File: config.mk
export PLATFORM = sky130hd
export DESIGN_NAME = serial_host_regs
export DESIGN_NICKNAME = d
export VERILOG_FILES = /design/src/rtl/serial_host_pkg.sv /design/src/rtl/serial_rx_queue.sv /design/src/rtl/serial_cfg_regs.sv /design/src/rtl/serial_int_status.sv /design/src/rtl/serial_host_regs.sv
export SDC_FILE = /design/constraint.sdc
export NUM_CORES = 1
export LEC_CHECK = 0
export BUFFER_PORTS_ARGS = -buffer_cell sky130_fd_sc_hd__buf_2
export CAP_MARGIN = 20
export CORE_MARGIN = 3
export CORE_UTILIZATION = 30
export CTS_BUF_LIST = sky130_fd_sc_hd__clkbuf_2
export DETAILED_ROUTE_END_ITERATION = 8
export PLACE_DENSITY_LB_ADDON = 0.3
export SLEW_MARGIN = 20
export SYNTH_ARGS = -nofsm -noshare
export SYNTH_HDL_FRONTEND = slang
export SYNTH_SLANG_ARGS = --single-unit
File: constraint.sdc
create_clock -name clk -period 3.9 [get_ports clk]
set_clock_uncertainty 0.05 [all_clocks]
set_input_delay 0.39 -clock clk [delete_from_list [all_inputs] [get_ports clk]]
set_output_delay 0.39 -clock clk [all_outputs]
set_load 0.01 [all_outputs]
File: src/rtl/serial_host_pkg.sv
package serial_host_pkg;

    localparam int WORD_W = 10;

    localparam logic [WORD_W-1:0] OFS_DATA   = 10'd0;
    localparam logic [WORD_W-1:0] OFS_FLAGS  = 10'd6;
    localparam logic [WORD_W-1:0] OFS_LPDIV  = 10'd8;
    localparam logic [WORD_W-1:0] OFS_IBAUD  = 10'd9;
    localparam logic [WORD_W-1:0] OFS_FBAUD  = 10'd10;
    localparam logic [WORD_W-1:0] OFS_LINE   = 10'd11;
    localparam logic [WORD_W-1:0] OFS_CTRL   = 10'd12;
    localparam logic [WORD_W-1:0] OFS_LEVEL  = 10'd13;
    localparam logic [WORD_W-1:0] OFS_MASK   = 10'd14;
    localparam logic [WORD_W-1:0] OFS_RAW    = 10'd15;
    localparam logic [WORD_W-1:0] OFS_MASKED = 10'd16;
    localparam logic [WORD_W-1:0] OFS_ICLR   = 10'd17;
    localparam logic [WORD_W-1:0] OFS_DMA    = 10'd18;
    localparam logic [6:0]        ID_PAGE    = 7'h7F;

    localparam int LPDIV_W = 8;
    localparam int IBAUD_W = 16;
    localparam int FBAUD_W = 6;
    localparam int LINE_W  = 8;
    localparam int CTRL_W  = 16;
    localparam int LEVEL_W = 6;
    localparam int MASK_W  = 11;
    localparam int DMA_W   = 3;

    localparam logic [CTRL_W-1:0]  CTRL_RST  = 16'h0300;
    localparam logic [LEVEL_W-1:0] LEVEL_RST = 6'h12;

    localparam int FLG_TX_EMPTY = 7;
    localparam int FLG_RX_FULL  = 6;
    localparam int FLG_TX_FULL  = 5;
    localparam int FLG_RX_EMPTY = 4;
    localparam int INT_TX       = 5;
    localparam int INT_RX       = 4;
    localparam int LINE_QUEUE   = 4;
    localparam int CTRL_HOLDFULL = 4;

    typedef enum logic [1:0] {
        RX_EMPTY,
        RX_HOLDING,
        RX_FULL
    } rx_state_e;

    function automatic logic [7:0] id_byte(input logic [2:0] idx);
        logic [7:0] b;
        unique case (idx)
            3'd0: b = 8'h11;
            3'd1: b = 8'h10;
            3'd2: b = 8'h14;
            3'd3: b = 8'h00;
            3'd4: b = 8'h0D;
            3'd5: b = 8'hF0;
            3'd6: b = 8'h05;
            default: b = 8'hB1;
        endcase
        return b;
    endfunction

endpackage

File: src/rtl/serial_rx_queue.sv
module serial_rx_queue
    import serial_host_pkg::*;
#(
    parameter int DEPTH  = 16,
    parameter int BYTE_W = 8
) (
    input  logic              clk,
    input  logic              rst_n,
    input  logic              deep_en,
    input  logic              in_valid,
    input  logic [BYTE_W-1:0] in_byte,
    output logic              in_ready,
    input  logic              pop_req,
    output logic [BYTE_W-1:0] head_byte,
    output logic              is_empty,
    output logic              ev_first,
    output logic              ev_drained,
    output logic              ev_push,
    output logic              ev_top
);
    localparam int AW = (DEPTH > 1) ? $clog2(DEPTH) : 1;
    localparam int CW = $clog2(DEPTH + 1);
    localparam logic [CW-1:0] CNT_MAX = CW'(DEPTH);
    localparam logic [AW-1:0] PTR_LAST = AW'(DEPTH - 1);

    rx_state_e         state_q, state_d;
    logic [CW-1:0]     cnt_q, cnt_d;
    logic [AW-1:0]     rd_ptr, wr_ptr;
    logic [BYTE_W-1:0] slots [DEPTH];
    logic              push, pop;

    assign push = in_valid && in_ready;
    assign pop  = pop_req && (state_q != RX_EMPTY);
    assign cnt_d = cnt_q + CW'(push) - CW'(pop);

    // next occupancy state
    always_comb begin
        if (cnt_d == '0)
            state_d = RX_EMPTY;
        else if (cnt_d == CNT_MAX)
            state_d = RX_FULL;
        else
            state_d = RX_HOLDING;
    end

    // state register
    always_ff @(posedge clk or negedge rst_n) begin
        if (!rst_n) begin
            state_q <= RX_EMPTY;
            cnt_q   <= '0;
        end else begin
            state_q <= state_d;
            cnt_q   <= cnt_d;
        end
    end

    // outputs of the occupancy machine
    always_comb begin
        unique case (state_q)
            RX_EMPTY:   begin in_ready = 1'b1;                       is_empty = 1'b1; end
            RX_HOLDING: begin in_ready = deep_en;                    is_empty = 1'b0; end
            RX_FULL:    begin in_ready = 1'b0;                       is_empty = 1'b0; end
            default:    begin in_ready = 1'b0;                       is_empty = 1'b1; end
        endcase
    end

    always_ff @(posedge clk or negedge rst_n) begin
        if (!rst_n) begin
            rd_ptr <= '0;
            wr_ptr <= '0;
        end else begin
            if (push) wr_ptr <= (wr_ptr == PTR_LAST) ? '0 : wr_ptr + AW'(1);
            if (pop)  rd_ptr <= (rd_ptr == PTR_LAST) ? '0 : rd_ptr + AW'(1);
        end
    end

    generate
        for (genvar i = 0; i < DEPTH; i++) begin : g_slot
            always_ff @(posedge clk or negedge rst_n) begin
                if (!rst_n)
                    slots[i] <= '0;
                else if (push && (wr_ptr == AW'(i)))
                    slots[i] <= in_byte;
            end
        end
    endgenerate

    assign head_byte  = slots[rd_ptr];
    assign ev_push    = push;
    assign ev_first   = push && (cnt_d == CW'(1));
    assign ev_drained = pop && (cnt_d == '0);
    assign ev_top     = push && (cnt_d == CNT_MAX);

    assert_no_overflow_R4: assert property (@(posedge clk) disable iff (!rst_n)
        cnt_q <= CNT_MAX);
    assert_single_slot_R5: assert property (@(posedge clk) disable iff (!rst_n)
        (push && !deep_en) |-> (state_q == RX_EMPTY));
    assert_idle_read_R8: assert property (@(posedge clk) disable iff (!rst_n)
        (pop_req && (state_q == RX_EMPTY) && !in_valid) |=> ((cnt_q == '0) && $stable(rd_ptr)));
endmodule

File: src/rtl/serial_cfg_regs.sv
module serial_cfg_regs
    import serial_host_pkg::*;
(
    input  logic                clk,
    input  logic                rst_n,
    input  logic                wr_en,
    input  logic [WORD_W-1:0]   word,
    input  logic [31:0]         wdata,
    output logic [LPDIV_W-1:0]  lpdiv,
    output logic [IBAUD_W-1:0]  ibaud,
    output logic [FBAUD_W-1:0]  fbaud,
    output logic [LINE_W-1:0]   line,
    output logic [CTRL_W-1:0]   ctrl,
    output logic [LEVEL_W-1:0]  level,
    output logic [MASK_W-1:0]   mask,
    output logic [DMA_W-1:0]    dma
);
    always_ff @(posedge clk or negedge rst_n) begin
        if (!rst_n) begin
            lpdiv <= '0;
            ibaud <= '0;
            fbaud <= '0;
            line  <= '0;
            ctrl  <= CTRL_RST;
            level <= LEVEL_RST;
            mask  <= '0;
            dma   <= '0;
        end else if (wr_en) begin
            unique case (word)
                OFS_LPDIV: lpdiv <= wdata[LPDIV_W-1:0];
                OFS_IBAUD: ibaud <= wdata[IBAUD_W-1:0];
                OFS_FBAUD: fbaud <= wdata[FBAUD_W-1:0];
                OFS_LINE:  line  <= wdata[LINE_W-1:0];
                OFS_CTRL:  ctrl  <= wdata[CTRL_W-1:0];
                OFS_LEVEL: level <= wdata[LEVEL_W-1:0];
                OFS_MASK:  mask  <= wdata[MASK_W-1:0];
                OFS_DMA:   dma   <= wdata[DMA_W-1:0];
                default: ;
            endcase
        end
    end

    assert_ctrl_hold_R12: assert property (@(posedge clk) disable iff (!rst_n)
        !(wr_en && (word == OFS_CTRL)) |=> $stable(ctrl));
endmodule

File: src/rtl/serial_int_status.sv
module serial_int_status
    import serial_host_pkg::*;
(
    input  logic       clk,
    input  logic       rst_n,
    input  logic       tx_set,
    input  logic       rx_set,
    input  logic       rx_drop,
    input  logic       clr_en,
    input  logic [1:0] clr_bits,
    output logic       tx_int,
    output logic       rx_int
);
    always_ff @(posedge clk or negedge rst_n) begin
        if (!rst_n) begin
            tx_int <= 1'b0;
            rx_int <= 1'b0;
        end else begin
            if (tx_set)
                tx_int <= 1'b1;
            else if (clr_en && clr_bits[1])
                tx_int <= 1'b0;
            if (rx_set)
                rx_int <= 1'b1;
            else if (rx_drop || (clr_en && clr_bits[0]))
                rx_int <= 1'b0;
        end
    end

    assert_w1c_R9: assert property (@(posedge clk) disable iff (!rst_n)
        (clr_en && (clr_bits == 2'b11) && !rx_set && !tx_set) |=> (!tx_int && !rx_int));
    assert_w1c_keep_R9: assert property (@(posedge clk) disable iff (!rst_n)
        (clr_en && (clr_bits == 2'b01) && tx_int) |=> tx_int);
endmodule

File: src/rtl/serial_host_regs.sv
module serial_host_regs
    import serial_host_pkg::*;
#(
    parameter int RX_DEPTH = 16
) (
    input  logic        clk,
    input  logic        rst_n,
    input  logic        bus_sel,
    input  logic        bus_wr,
    input  logic [11:0] bus_addr,
    input  logic [31:0] bus_wdata,
    output logic [31:0] bus_rdata,
    output logic        bus_rvalid,
    input  logic        rx_valid,
    input  logic [7:0]  rx_byte,
    output logic        rx_ready,
    output logic        tx_valid,
    output logic [7:0]  tx_byte,
    output logic        irq
);
    logic [WORD_W-1:0]  word;
    logic               wr_hit, rd_hit, data_wr, data_rd, clr_wr;
    logic [LPDIV_W-1:0] lpdiv;
    logic [IBAUD_W-1:0] ibaud;
    logic [FBAUD_W-1:0] fbaud;
    logic [LINE_W-1:0]  line;
    logic [CTRL_W-1:0]  ctrl;
    logic [LEVEL_W-1:0] level;
    logic [MASK_W-1:0]  mask;
    logic [DMA_W-1:0]   dma;
    logic [7:0]         head_byte;
    logic               is_empty, ev_first, ev_drained, ev_push, ev_top;
    logic               tx_int, rx_int, rx_full_q;
    logic [31:0]        flags, raw, masked, rd_mux;

    assign word    = bus_addr[11:2];
    assign wr_hit  = bus_sel && bus_wr;
    assign rd_hit  = bus_sel && !bus_wr;
    assign data_wr = wr_hit && (word == OFS_DATA);
    assign data_rd = rd_hit && (word == OFS_DATA);
    assign clr_wr  = wr_hit && (word == OFS_ICLR);

    serial_cfg_regs u_cfg (
        .clk(clk), .rst_n(rst_n), .wr_en(wr_hit), .word(word), .wdata(bus_wdata),
        .lpdiv(lpdiv), .ibaud(ibaud), .fbaud(fbaud), .line(line), .ctrl(ctrl),
        .level(level), .mask(mask), .dma(dma)
    );

    serial_rx_queue #(.DEPTH(RX_DEPTH), .BYTE_W(8)) u_rxq (
        .clk(clk), .rst_n(rst_n), .deep_en(line[LINE_QUEUE]),
        .in_valid(rx_valid), .in_byte(rx_byte), .in_ready(rx_ready),
        .pop_req(data_rd), .head_byte(head_byte), .is_empty(is_empty),
        .ev_first(ev_first), .ev_drained(ev_drained), .ev_push(ev_push), .ev_top(ev_top)
    );

    serial_int_status u_int (
        .clk(clk), .rst_n(rst_n), .tx_set(data_wr), .rx_set(ev_first),
        .rx_drop(ev_drained), .clr_en(clr_wr),
        .clr_bits({bus_wdata[INT_TX], bus_wdata[INT_RX]}),
        .tx_int(tx_int), .rx_int(rx_int)
    );

    // sticky receive-full flag: an accept sets it, a data read clears it
    always_ff @(posedge clk or negedge rst_n) begin
        if (!rst_n)
            rx_full_q <= 1'b0;
        else if (ev_push && (ev_top || ctrl[CTRL_HOLDFULL]))
            rx_full_q <= 1'b1;
        else if (data_rd)
            rx_full_q <= 1'b0;
    end

    always_comb begin
        flags = '0;
        flags[FLG_TX_EMPTY] = 1'b1;
        flags[FLG_TX_FULL]  = 1'b0;
        flags[FLG_RX_FULL]  = rx_full_q;
        flags[FLG_RX_EMPTY] = is_empty;
        raw = '0;
        raw[INT_TX] = tx_int;
        raw[INT_RX] = rx_int;
        masked = raw & 32'(mask);
    end

    assign irq = |masked;

    always_comb begin
        unique case (word)
            OFS_DATA:   rd_mux = 32'(head_byte);
            OFS_FLAGS:  rd_mux = flags;
            OFS_LPDIV:  rd_mux = 32'(lpdiv);
            OFS_IBAUD:  rd_mux = 32'(ibaud);
            OFS_FBAUD:  rd_mux = 32'(fbaud);
            OFS_LINE:   rd_mux = 32'(line);
            OFS_CTRL:   rd_mux = 32'(ctrl);
            OFS_LEVEL:  rd_mux = 32'(level);
            OFS_MASK:   rd_mux = 32'(mask);
            OFS_RAW:    rd_mux = raw;
            OFS_MASKED: rd_mux = masked;
            OFS_DMA:    rd_mux = 32'(dma);
            default:    rd_mux = (word[9:3] == ID_PAGE) ? 32'(id_byte(word[2:0])) : '0;
        endcase
    end

    always_ff @(posedge clk or negedge rst_n) begin
        if (!rst_n) begin
            bus_rdata  <= '0;
            bus_rvalid <= 1'b0;
            tx_valid   <= 1'b0;
            tx_byte    <= '0;
        end else begin
            bus_rvalid <= rd_hit;
            if (rd_hit) bus_rdata <= rd_mux;
            tx_valid <= data_wr;
            if (data_wr) tx_byte <= bus_wdata[7:0];
        end
    end

    assert_tx_pulse_R3: assert property (@(posedge clk) disable iff (!rst_n)
        data_wr |=> (tx_valid && (tx_byte == $past(bus_wdata[7:0]))));
    assert_tx_raw_R3: assert property (@(posedge clk) disable iff (!rst_n)
        data_wr |=> raw[INT_TX]);
    assert_read_data_R7: assert property (@(posedge clk) disable iff (!rst_n)
        rd_hit |=> bus_rvalid);
    assert_full_flag_R4: assert property (@(posedge clk) disable iff (!rst_n)
        (ev_top && !data_rd) |=> (flags[FLG_RX_FULL] && !rx_ready));
endmodule

==> results of run 1 <==
[how the worst max path moves through the flow]
stage / from / endpoint / slack [ps] / cells past startpoint
after CTS: bus_addr[9] / u_cfg.ibaud[14] / 790 / 8
after detailed placement: bus_addr[11] / rx_full_q / 330 / 15
final: bus_addr[9] / u_cfg.ibaud[14] / 690 / 8
after floorplan: bus_addr[3] / rx_full_q / 440 / 15
after global placement: bus_addr[11] / rx_full_q / 360 / 15
after global routing: bus_addr[9] / rx_full_q / 460 / 16
[power groups by stage]
stage | Clock (µW) | Sequential [µW] | Combinational [µW]
after CTS | 1980 | 2950 | 995
final | 1890 | 2950 | 986
after global placement | 0 | 2990 | 950
after detailed placement | 0 | 3000 | 966
after global routing | 2130 | 2980 | 1100
after floorplan | 0 | 2940 | 740
[through the flow]
stage                     instance area, µm²  setup WS [ps]  total power [µW]  cells  hold WS, ps
after floorplan                        11800            443              3680    878         44.4
after global placement                 12600            357              3940   1412          408
after detailed placement               12600            329              3970   1412          417
after CTS                              13500            786              5920   1555         17.1
after global routing                   13500            458              6220   1556         45.5
final                                  13500            693              5830   1556          109
[kinds of logic after synthesis]
group                    Yosys count
other                              1
buffers and inverters             84
XOR/XNOR                           5
AO/OA/AOI/OAI                     97
multiplexers                     265
AND/OR/NAND/NOR                  152
adder cells (fa/ha/maj)           13
flip-flops                       246
[tightest hold or removal path, stage by stage]
cell and delay, ps:
sky130_fd_sc_hd__buf_2 120, sky130_fd_sc_hd__nand3_1 140, sky130_fd_sc_hd__nor4_1 90, sky130_fd_sc_hd__a21oi_1 120, sky130_fd_sc_hd__nand3_1 70
[sequential cells by signal, summed over array words and instances (netlist names), 2 cells and up]
signal and cells:
bus_rdata 16, tx_byte 8, u_cfg.ctrl 16, u_cfg.dma 3
u_cfg.fbaud 6, u_cfg.ibaud 16, u_cfg.level 6, u_cfg.line 8
u_cfg.lpdiv 8, u_cfg.mask 11, u_rxq.cnt_q 5, u_rxq.rd_ptr 4
u_rxq.slots 128, u_rxq.state_q 2, u_rxq.wr_ptr 4
[routing by layer]
| metal | track usage, % | wire length, µm | vias to the layer above |
|---|---|---|---|
| li1 | - | - | 3483 |
| met1 | 20.5 | 13900 | 4023 |
| met2 | 21.8 | 13700 | 231 |
| met3 | 3.34 | 1650 | 54 |
| met4 | 4.60 | 545 | 0 |
| met5 | 0 | 0 | - |
[layout make-up]
type	instances	share of cell area, %
Clock inverter	12	0.733
Timing Repair Buffer	117	5.98
Clock buffer	103	3.82
Multi-Input combinational cell	548	38.5
Sequential cell	246	45.7
Antenna cell	1	0.0186
Inverter	18	0.501
Tap cell	511	4.74
[cell usage in the layout (no fill, tap or decap), types with 5 or more instances in the layout]
cell / synthesis / routed
sky130_fd_sc_hd__and2_1: 6 / 6
sky130_fd_sc_hd__inv_1: 18 / 18
sky130_fd_sc_hd__a21oi_1: 15 / 15
sky130_fd_sc_hd__dlygate4sd3_1: 0 / 28
sky130_fd_sc_hd__dfrtp_1: 242 / 240
sky130_fd_sc_hd__buf_2: 12 / 65
sky130_fd_sc_hd__nor2b_1: 9 / 9
sky130_fd_sc_hd__clkinv_1: 0 / 6
sky130_fd_sc_hd__clkbuf_2: 0 / 103
sky130_fd_sc_hd__a22oi_1: 13 / 13
sky130_fd_sc_hd__mux4_2: 35 / 35
sky130_fd_sc_hd__nor3_1: 9 / 9
sky130_fd_sc_hd__nand4_1: 10 / 10
sky130_fd_sc_hd__nand2_1: 41 / 41
sky130_fd_sc_hd__o21ai_0: 21 / 21
sky130_fd_sc_hd__nand3_1: 33 / 33
sky130_fd_sc_hd__buf_4: 17 / 22
sky130_fd_sc_hd__xnor2_1: 5 / 5
sky130_fd_sc_hd__mux2i_1: 9 / 9
sky130_fd_sc_hd__mux2_4: 10 / 10
sky130_fd_sc_hd__mux2_2: 211 / 211
sky130_fd_sc_hd__conb_1: 1 / 16
sky130_fd_sc_hd__nor2_1: 18 / 18
sky130_fd_sc_hd__ha_1: 12 / 12
==> impl_metrics.sql, run 1 <==
INSERT INTO impl_metrics (metric_group, metric, value, unit) VALUES
('status', 'run_status', 'finished clean', ''),
('setup_path', 'timing.critical_path.arrival', '3870', 'ps'),
('cells_and_area', 'final_core_utilization', '35.4', '%'),
('setup_path', 'max_stage_delay', '620', 'ps'),
('detailed_routing', 'via_count', '7791', ''),
('setup_path', 'critPathLaunchType', 'input port', ''),
('setup_path', 'worstPathRequired', '4560', 'ps'),
('worst_hold_path', 'worst_hold_path.endpoint', 'bus_rdata[5]', ''),
('setup_path', 'worst-setup-path-type', 'input port to flop', ''),
('worst_hold_path', 'hold_path.startpoint', 'bus_addr[11]', ''),
('logic_synthesis', 'synth_cells', '863', ''),
('global_routing', 'globalRouteTotalUtil', '14.4', '%'),
('cells_and_area', 'combined_area_of_the_multi_input_logic_cells', '0.00519', 'mm²'),
('logic_synthesis', 'yosys_register_bits', '246', ''),
('worst_hold_path', 'worstHoldPathType', 'input port to flop', ''),
('logic_synthesis', 'synth-compound-area-share', '5.84', '%'),
('floorplan', 'fp.dieArea', '0.0415', 'mm²'),
('logic_synthesis', 'synthMostInstantiatedCell', 'sky130_fd_sc_hd__dfrtp_1', ''),
('logic_synthesis', 'synth_warnings', '0', ''),
('power_and_ir_drop', 'power_density', '432', 'mW/mm²'),
('clock_tree', 'numCtsBuffers', '67', ''),
('logic_synthesis', 'synth_enable_flop_cells', '0', ''),
('setup_path', 'reg2reg_slack', '830', 'ps'),
('logic_synthesis', 'ys_top_cells_by_count', '242 x sky130_fd_sc_hd__dfrtp_1, 211 x sky130_fd_sc_hd__mux2_2, 41 x sky130_fd_sc_hd__nand2_1, 35 x sky130_fd_sc_hd__mux4_2, 33 x sky130_fd_sc_hd__nand3_1', ''),
('timing', 'worst_pin_slew', '907', 'ps'),
('floorplan', 'pin_count', '101', ''),
('power_and_ir_drop', 'clock_power_share', '32.4', '%'),
('detailed_routing', 'dr.pass1.iters', '5', ''),
('setup_path', 'worst_path_max_delay_cell', 'sky130_fd_sc_hd__dlygate4sd3_1', ''),
('floorplan', 'die_width', '204', 'µm'),
('timing', 'min_period_over_period', '82.2', '%'),
('floorplan', 'initial_core_util', '30.7', '%'),
('cells_and_area', 'finish.net_count', '1068', ''),
('place', 'finalWeightedCongestion', '0.830', ''),
('clock_tree', 'clock_sinks', '246', ''),
('timing', 'rsz0062_at_grt', 'no', ''),
('timing', 'max_clock_freq', '0.312', 'GHz'),
('logic_synthesis', 'async_flop_share', '100', '%'),
('clock_tree', 'clock_tree.buffer_depth', '3', ''),
('logic_synthesis', 'synthesis.area_per_instance', '13.6', 'µm²'),
('setup_path', 'crit_path_max_fanout', '16', ''),
('power_and_ir_drop', 'power_leakage', '0.00658', 'µW'),
('cells_and_area', 'final-seq-area', '0.00616', 'mm²'),
('power_and_ir_drop', 'pwr-share-comb', '16.9', '%'),
('logic_synthesis', 'yosysSeqAreaShare', '52.6', '%'),
('timing', 'final_setup_violation_count', '0', ''),
('power_and_ir_drop', 'power.switching_fraction', '29.4', '%'),
('cells_and_area', 'area_delta_synth_final', '15.1', '%'),
('logic_synthesis', 'synth_top_cells_by_area', 'sky130_fd_sc_hd__dfrtp_1 52%, sky130_fd_sc_hd__mux2_2 20%, sky130_fd_sc_hd__mux4_2 6.7%', ''),
('setup_path', 'critical_path.n_buffers_inverters', '3', ''),
('clock_tree', 'clock-root-buffer', 'sky130_fd_sc_hd__clkbuf_2', ''),
('detailed_routing', 'post-route-drc-count', '0', ''),
('cells_and_area', 'drive_gt1_share', '45.3', '%'),
('setup_path', 'r2r_end', 'rx_full_q', ''),
('clock_tree', 'clock_latency', '860', 'ps'),
('logic_synthesis', 'synthAdderAreaFrac', '1.45', '%'),
('setup_path', 'crit_path_cell_trace', 'dlygate4sd3_1 -> buf_2 -> or3_4 -> dlygate4sd3_1 -> nor4_4 -> and2_1 -> nand2_4 -> mux2_4', ''),
('clock_tree', 'postCtsSetupBuffers', '0', ''),
('clock_tree', 'cts.htree.levels', '3', ''),
('timing', 'final_slew_violations', '0', ''),
('run', 'max_cap_violation_count', '0', ''),
('place', 'dp_hpwl', '19.2', 'mm'),
('logic_synthesis', 'syn-cell-area', '0.0117', 'mm²'),
('global_routing', 'largest_net_degree_at_the_start_of_global_routing', '117', ''),
('floorplan', 'core_area', '0.0381', 'mm²'),
('global_routing', 'grt_antenna_before_repair', '1', ''),
('power_and_ir_drop', 'power_switching', '1710', 'µW'),
('detailed_routing', 'post_drt_via_cell_ratio', '5.01', ''),
('setup_path', 'worst_r2r_startpoint', 'u_rxq.state_q[0]', ''),
('logic_synthesis', 'synthDistinctLibCells', '64', ''),
('clock_tree', 'number_of_gates_resized_after_cts', '0', '');
(Power assumes the default switching activity.)
==> inputs of run 2 (changes only) <==
==> constraint.sdc (replaced) <==
create_clock -name clk -period 3.3 [get_ports clk]
set_clock_uncertainty 0.05 [all_clocks]
set_input_delay 0.33 -clock clk [delete_from_list [all_inputs] [get_ports clk]]
set_output_delay 0.33 -clock clk [all_outputs]
set_load 0.01 [all_outputs]
==> run 2 against run 1 <==
  * Die area unchanged
  * Final cell count grew 1.2%
  * Utilization rose by 0.35 points
  * Global-route usage down 0.12 points
  * Largest cell class unchanged
  * Critical path type unchanged
  * Flip-flop and latch count unchanged
  * Routed wire length down 1.6%
  * Critical endpoint is now rx_full_q
  * Clock power increased by 9%
==> impl_metrics.sql, run 2 (synthesized netlist as in run 1, its figures left out) <==
INSERT INTO impl_metrics (metric_group, metric, value, unit) VALUES
('timing', 'worst_pin_slew', '864', 'ps'),
('floorplan', 'core_area', '0.0381', 'mm²'),
('timing', 'final_setup_violation_count', '0', ''),
('floorplan', 'die_width', '204', 'µm'),
('power_and_ir_drop', 'cell_internal_pwr', '4750', 'µW'),
('detailed_routing', 'post_drt_wl_per_cell', '18.6', 'µm'),
('timing', 'max_slew_margin', '42.3', '%'),
('cells_and_area', 'final_core_utilization', '35.7', '%'),
('place', 'dpl-instance-area', '0.0128', 'mm²'),
('cells_and_area', 'flip_flop_count_of_the_largest_register_all_copies_and_words_added', '128', ''),
('floorplan', 'fp.dieH', '204', 'µm'),
('detailed_routing', 'via_count', '7788', ''),
('global_routing', 'vias_in_the_first_global_route', '8011', ''),
('status', 'run_status', 'finished clean', ''),
('global_routing', 'grt_antenna_before_repair', '1', ''),
('detailed_routing', 'post-route-drc-count', '0', ''),
('setup_path', 'r2r_end', 'rx_full_q', ''),
('setup_path', 'timing.critical_path.arrival', '3730', 'ps'),
('global_routing', 'globalRouteTotalUtil', '14.3', '%'),
('detailed_routing', 'dr.pass1.iters', '5', ''),
('cells_and_area', 'area_delta_synth_final', '16.2', '%'),
('timing', 'rsz0062_at_grt', 'no', ''),
('clock_tree', 'numCtsBuffers', '67', ''),
('setup_path', 'worstSetupEndpointType', 'flop', ''),
('power_and_ir_drop', 'power_leakage', '0.00666', 'µW'),
('place', 'dp_hpwl', '19.7', 'mm'),
('cells_and_area', 'max_flop_register', 'u_rxq.slots', ''),
('place', 'finalWeightedCongestion', '0.863', ''),
('timing', 'final_slew_violations', '0', ''),
('clock_tree', 'cts_clk_pin_slew_worst_paths', '110', 'ps'),
('cells_and_area', 'layout_common_cells', '241 x sky130_fd_sc_hd__dfrtp_1, 211 x sky130_fd_sc_hd__mux2_2, 108 x sky130_fd_sc_hd__clkbuf_2, 65 x sky130_fd_sc_hd__buf_2, 41 x sky130_fd_sc_hd__nand2_1', ''),
('run', 'max_cap_violation_count', '0', ''),
('cells_and_area', 'finish.net_count', '1086', ''),
('setup_path', 'crit_path_max_fanout', '4', ''),
('timing', 'postLayoutSetupSlackWorst', '242', 'ps'),
('timing', 'report.final.hold_viol_count', '0', ''),
('setup_path', 'worst-setup-path-type', 'input port to flop', ''),
('global_routing', 'wire_length_of_the_first_global_routing_pass', '46.2', 'mm'),
('clock_tree', 'clock_latency', '810', 'ps'),
('global_routing', 'largest_net_degree_at_the_start_of_global_routing', '92', ''),
('power_and_ir_drop', 'power.switching_fraction', '29.3', '%'),
('clock_tree', 'clock_sinks', '246', ''),
('clock_tree', 'postCtsSetupBuffers', '0', ''),
('timing', 'max_clock_freq', '0.327', 'GHz'),
('cells_and_area', 'drive_gt1_share', '46.4', '%'),
('floorplan', 'pin_count', '101', ''),
('setup_path', 'worst_r2r_startpoint', 'u_rxq.state_q[0]', ''),
('setup_path', 'worstPathRequired', '3980', 'ps'),
('detailed_routing', 'post_drt_via_cell_ratio', '4.95', ''),
('detailed_routing', 'detail_route.wirelength', '29.3', 'mm'),
('place', 'pre_cts_slack', '-131', 'ps'),
('power_and_ir_drop', 'pwr-share-comb', '17.4', '%'),
('power_and_ir_drop', 'clock_power_share', '30.7', '%'),
('power_and_ir_drop', 'power_switching', '1970', 'µW'),
('detailed_routing', 'detailedRoute.firstIterationViolations', '516', ''),
('timing', 'finalWorstPathRequiredPeriod', '3060', 'ps'),
('timing', 'hold_ws', '84.9', 'ps'),
('clock_tree', 'cts_tree', 'done', ''),
('timing', 'min_period_over_period', '92.7', '%'),
('setup_path', 'crit_path_cell_trace', 'dlygate4sd3_1 -> buf_2 -> nor4_4 -> nand4b_1 -> nor3_4 -> ha_1 -> inv_1 -> ha_1 -> inv_1 -> fa_2 -> nor2b_2 -> a21oi_1 -> nor2_1 -> o221ai_1 -> or2_2 -> o21ai_0', ''),
('detailed_routing', 'ant_nets', '0', ''),
('timing', 'tns', '0', 'ps'),
('setup_path', 'r2r.worst_path.cells', '14', ''),
('clock_tree', 'cts.htree.levels', '3', ''),
('power_and_ir_drop', 'sequentialPowerShare', '51.9', '%'),
('setup_path', 'reg2reg_slack', '370', 'ps'),
('floorplan', 'fp-row-count', '71', ''),
('power_and_ir_drop', 'power_density', '493', 'mW/mm²'),
('power_and_ir_drop', 'irDropWorstVdd', '0.158', 'mV'),
('setup_path', 'max_stage_delay', '530', 'ps'),
('floorplan', 'fp.dieArea', '0.0415', 'mm²'),
('place', 'port_buffer_cells', '66', ''),
('floorplan', 'initial_core_util', '30.7', '%'),
('setup_path', 'critPathLaunchType', 'input port', ''),
('cells_and_area', 'finish.instance_area', '0.0136', 'mm²'),
('setup_path', 'worst_path_max_delay_cell', 'sky130_fd_sc_hd__dlygate4sd3_1', ''),
('global_routing', 'grt.overflow.total', '0', ''),
('cells_and_area', 'layout.cells.most_common', 'sky130_fd_sc_hd__dfrtp_1', ''),
('clock_tree', 'clock_tree.buffer_depth', '3', ''),
('clock_tree', 'clock-root-buffer', 'sky130_fd_sc_hd__clkbuf_2', ''),
('worst_hold_path', 'worstHoldPathType', 'input port to asynchronous set/reset pin', '');
run 2: worst max-delay path by stage:
stage | slack, ps | depth (start not counted) | endpoint | start
final | 240 | 16 | rx_full_q | bus_addr[2]
after global routing | 70 | 16 | rx_full_q | bus_addr[2]
after CTS | 340 | 16 | rx_full_q | bus_addr[2]
after detailed placement | -130 | 15 | rx_full_q | bus_addr[3]
after global placement | -80 | 15 | rx_full_q | bus_addr[3]
after floorplan | 20 | 15 | rx_full_q | bus_addr[3]
run 2: metal layers:
layer / track usage (%) / routed length [µm] / vias up
li1: - / - / 3532
met1: 19.7 / 13600 / 3965
met2: 22.2 / 13400 / 231
met3: 3.05 / 1500 / 60
met4: 5.06 / 740 / 0
met5: 0 / 0 / -
run 2: final cells by class:
type,count,area (µm²)
fillers,3784,24500
flip-flops and latches,246,6160
multi-input cells,548,5210
repair buffers,135,966
well taps,511,639
clock buffers,108,541
inverters,18,67.6
clock inverters,7,27.5
diodes,1,2.50
run 2: what timing repair did:
| action | in CTS | in global routing |
|---|---|---|
| hold buffers | 28 | 0 |
| endpoints found under the hold margin | 410 | 0 |
| gates resized for setup | 0 | 0 |
run 2: power by group through the flow:
stage	sequential, µW	clock (µW)	combinational (µW)
6_report	3490	2060	1170
5_1_grt	3520	2330	1310
4_1_cts	3480	2170	1180
3_5_place_dp	3540	0	1150
3_3_place_gp	3530	0	1130
2_1_floorplan	3480	0	883
run 2: critical path: cells and delay by family:
kind	cells	cell delay, ps
and+or+nand+nor	6	1360
adders and majority gates	3	810
buffers and inverters	4	800
AOI/OAI and AO/OA	3	440
run 2: metrics by stage:
stage | power (µW) | instances
finish | 6720 | 1574
global route | 7160 | 1574
CTS | 6840 | 1573
detailed placement | 4690 | 1430
global placement | 4660 | 1430
floorplan | 4360 | 878
==> inputs of run 3 (changes only) <==
==> constraint.sdc (replaced) <==
create_clock -name clk -period 3.3 [get_ports clk]
set_clock_uncertainty 0.05 [all_clocks]
set_input_delay 0.495 -clock clk [delete_from_list [all_inputs] [get_ports clk]]
set_output_delay 0.495 -clock clk [all_outputs]
set_load 0.01 [all_outputs]
==> run 3 against run 2 <==
  * Global-route usage is 0.54 points higher
  * Critical endpoint is now u_int.rx_int
  * Critical path type is now flop to flop
  * Setup slack gained 290 ps
  * Utilization hardly changed
  * Clock power is 5% higher
  * Worst hold slack gained 16 ps
  * Maximum frequency grew 11%
  * Flip-flop and latch count unchanged
==> impl_metrics.sql, run 3 (synthesized netlist as in run 1, its figures left out) <==
INSERT INTO impl_metrics (metric_group, metric, value, unit) VALUES
('floorplan', 'fp-row-count', '71', ''),
('global_routing', 'grt_antenna_before_repair', '1', ''),
('clock_tree', 'clock_latency', '830', 'ps'),
('timing', 'max_slew_margin', '48.8', '%'),
('timing', 'finalWorstPathRequiredPeriod', '2760', 'ps'),
('timing', 'rsz0062_at_grt', 'no', ''),
('cells_and_area', 'max_flop_register', 'u_rxq.slots', ''),
('timing', 'worst_pin_slew', '766', 'ps'),
('setup_path', 'worst_path_max_delay_cell', 'sky130_fd_sc_hd__dfrtp_1', ''),
('setup_path', 'worst_r2r_startpoint', 'u_rxq.state_q[0]', ''),
('floorplan', 'die_width', '204', 'µm'),
('setup_path', 'critPathLaunchType', 'flop', ''),
('cells_and_area', 'finish.net_count', '1088', ''),
('worst_hold_path', 'number_of_instances_on_the_worst_hold_path', '2', ''),
('global_routing', 'largest_net_degree_at_the_start_of_global_routing', '84', ''),
('clock_tree', 'cts_tree', 'done', ''),
('detailed_routing', 'detailedRoute.firstIterationViolations', '400', ''),
('cells_and_area', 'num_antenna_cells', '0', ''),
('status', 'run_status', 'finished clean', ''),
('timing', 'final_slew_violations', '0', ''),
('power_and_ir_drop', 'fin_total_pwr', '6870', 'µW'),
('detailed_routing', 'post-route-drc-count', '0', ''),
('setup_path', 'worstPathRequired', '3960', 'ps'),
('global_routing', 'grt.overflow.total', '0', ''),
('global_routing', 'vias_in_the_first_global_route', '8248', ''),
('setup_path', 'critical_path.n_buffers_inverters', '3', ''),
('clock_tree', 'cts.htree.levels', '3', ''),
('floorplan', 'initial_core_util', '30.7', '%'),
('cells_and_area', 'drive_gt1_share', '47.0', '%'),
('run', 'max_cap_violation_count', '0', ''),
('clock_tree', 'numCtsBuffers', '68', ''),
('setup_path', 'crit_path_cell_trace', 'inv_1 -> ha_1 -> nor3_4 -> ha_1 -> inv_1 -> ha_2 -> inv_2 -> fa_2 -> nor2b_2 -> o21a_1 -> nor2_1 -> xnor2_1 -> o31ai_1 -> o311ai_1', ''),
('global_routing', 'wire_length_of_the_first_global_routing_pass', '47.7', 'mm'),
('floorplan', 'fp.dieH', '204', 'µm'),
('worst_hold_path', 'worstHoldPathType', 'input port to flop', ''),
('detailed_routing', 'detail_route.wirelength', '30.1', 'mm'),
('setup_path', 'r2r_end', 'u_int.rx_int', ''),
('clock_tree', 'clock_tree.buffer_depth', '3', ''),
('cells_and_area', 'layout.cells.most_common', 'sky130_fd_sc_hd__dfrtp_1', ''),
('cells_and_area', 'flip_flop_count_of_the_largest_register_all_copies_and_words_added', '128', ''),
('power_and_ir_drop', 'power_density', '505', 'mW/mm²'),
('setup_path', 'reg2reg_slack', '540', 'ps'),
('cells_and_area', 'area_delta_synth_final', '16.1', '%'),
('detailed_routing', 'dr.pass1.iters', '4', ''),
('worst_hold_path', 'worst_hold_path.endpoint', 'u_rxq.slots[73]', ''),
('clock_tree', 'clock_sinks', '246', ''),
('setup_path', 'cp_top_family', 'adder cells', ''),
('setup_path', 'crit_path_max_fanout', '5', ''),
('cells_and_area', 'combined_area_of_the_multi_input_logic_cells', '0.00522', 'mm²'),
('detailed_routing', 'post_drt_wl_per_cell', '19.1', 'µm'),
('detailed_routing', 'via_count', '7776', ''),
('setup_path', 'count_of_cell_instances_traversed_by_the_critical_path', '14', ''),
('setup_path', 'r2r.worst_path.cells', '14', ''),
('timing', 'report.final.hold_viol_count', '0', ''),
('cells_and_area', 'final-instance-count-excl-fill', '1576', ''),
('global_routing', 'globalRouteTotalUtil', '14.8', '%'),
('setup_path', 'timing.critical_path.arrival', '3420', 'ps'),
('clock_tree', 'clock-root-buffer', 'sky130_fd_sc_hd__clkbuf_2', ''),
('timing', 'min_period_over_period', '83.7', '%'),
('timing', 'tns', '0', 'ps'),
('detailed_routing', 'post_drt_via_cell_ratio', '4.93', ''),
('timing', 'max_clock_freq', '0.362', 'GHz'),
('setup_path', 'max_stage_delay', '360', 'ps'),
('place', 'numPlacedInstances', '1440', ''),
('place', 'dp_hpwl', '20.1', 'mm'),
('setup_path', 'worst-setup-path-type', 'flop to flop', ''),
('power_and_ir_drop', 'irDropWorstVdd', '0.275', 'mV'),
('cells_and_area', 'layout_common_cells', '241 x sky130_fd_sc_hd__dfrtp_1, 211 x sky130_fd_sc_hd__mux2_2, 101 x sky130_fd_sc_hd__clkbuf_2, 65 x sky130_fd_sc_hd__buf_2, 50 x sky130_fd_sc_hd__buf_4', ''),
('detailed_routing', 'ant_nets', '0', ''),
('timing', 'final_setup_violation_count', '0', ''),
('floorplan', 'pin_count', '101', ''),
('cells_and_area', 'filler_cell_count', '3773', ''),
('clock_tree', 'number_of_gates_resized_after_cts', '0', ''),
('floorplan', 'core_area', '0.0381', 'mm²'),
('worst_hold_path', 'hold_path.startpoint', 'rx_byte[1]', ''),
('power_and_ir_drop', 'power_leakage', '0.00667', 'µW'),
('setup_path', 'worstSetupEndpointType', 'flop', ''),
('place', 'port_buffer_cells', '66', ''),
('cells_and_area', 'final-seq-area', '0.00616', 'mm²'),
('place', 'finalWeightedCongestion', '0.835', ''),
('floorplan', 'fp.dieArea', '0.0415', 'mm²'),
('clock_tree', 'cts_clk_pin_slew_worst_paths', '110', 'ps');
==> run 3: cell types whose count changed in the layout (fill, tap and decap cells not counted), sizes merged <==
cell | before | now
dlygate4sd3 | 28 | 19
clkinv | 6 | 11
diode | 1 | 0
buf | 107 | 117
clkbuf | 108 | 101
bufinv | 0 | 1
inv | 19 | 22
==> run 3: how the worst max path moves through the flow <==
stage                      from            to  slack [ps]
2_1_floorplan       bus_addr[3]  u_int.rx_int         -70
3_3_place_gp        bus_addr[3]  u_int.rx_int         -80
3_5_place_dp        bus_addr[3]  u_int.rx_int        -180
4_1_cts        u_rxq.state_q[0]  u_int.rx_int         510
5_1_grt        u_rxq.state_q[0]  u_int.rx_int         280
6_report       u_rxq.state_q[0]  u_int.rx_int         540
==> run 3: repair_timing <==
item,4_1_cts,5_1_grt
endpoints found under the hold margin,168,0
endpoints found under the setup margin,0,0
setup buffers,0,0
hold buffers,19,0
==> run 3: stage by stage <==
step	hold WS, ps	utilization (%)	instance area [µm²]	setup WS, ps
global route	31.7	35.7	13600	275
floorplan	149	-	11800	-67.3
CTS	1.96	35.7	13600	507
global placement	413	33.6	12800	-79.4
finish	101	35.7	13600	537
detailed placement	426	33.6	12800	-180
==> run 3: routing by layer <==
metal	up-vias	wire length (µm)	global-route usage, %	part of all wire [%]
li1	3527	-	-	-
met4	2	580	4.87	1.9
met1	3976	13600	19.9	45
met2	221	14200	23.6	47
met5	-	9	0	0.030
met3	50	1690	3.70	5.6
==> run 3: report_power, final <==
| part | internal [µW] | leakage [µW] | total [µW] | switching (µW) |
|---|---|---|---|---|
| logic | 629 | 0.00283 | 1230 | 596 |
| registers | 3310 | 0.00337 | 3480 | 169 |
| clock network | 886 | 0.000468 | 2160 | 1270 |
==> run 3: area by class of cell <==
| class | count | area share (%) |
|---|---|---|
| flip-flops and latches | 246 | 45.3 |
| multi-input cells | 548 | 38.3 |
| repair buffers | 136 | 6.81 |
| well taps | 511 | 4.70 |
| clock buffers | 101 | 3.72 |
| clock inverters | 16 | 0.635 |
| inverters | 18 | 0.497 |
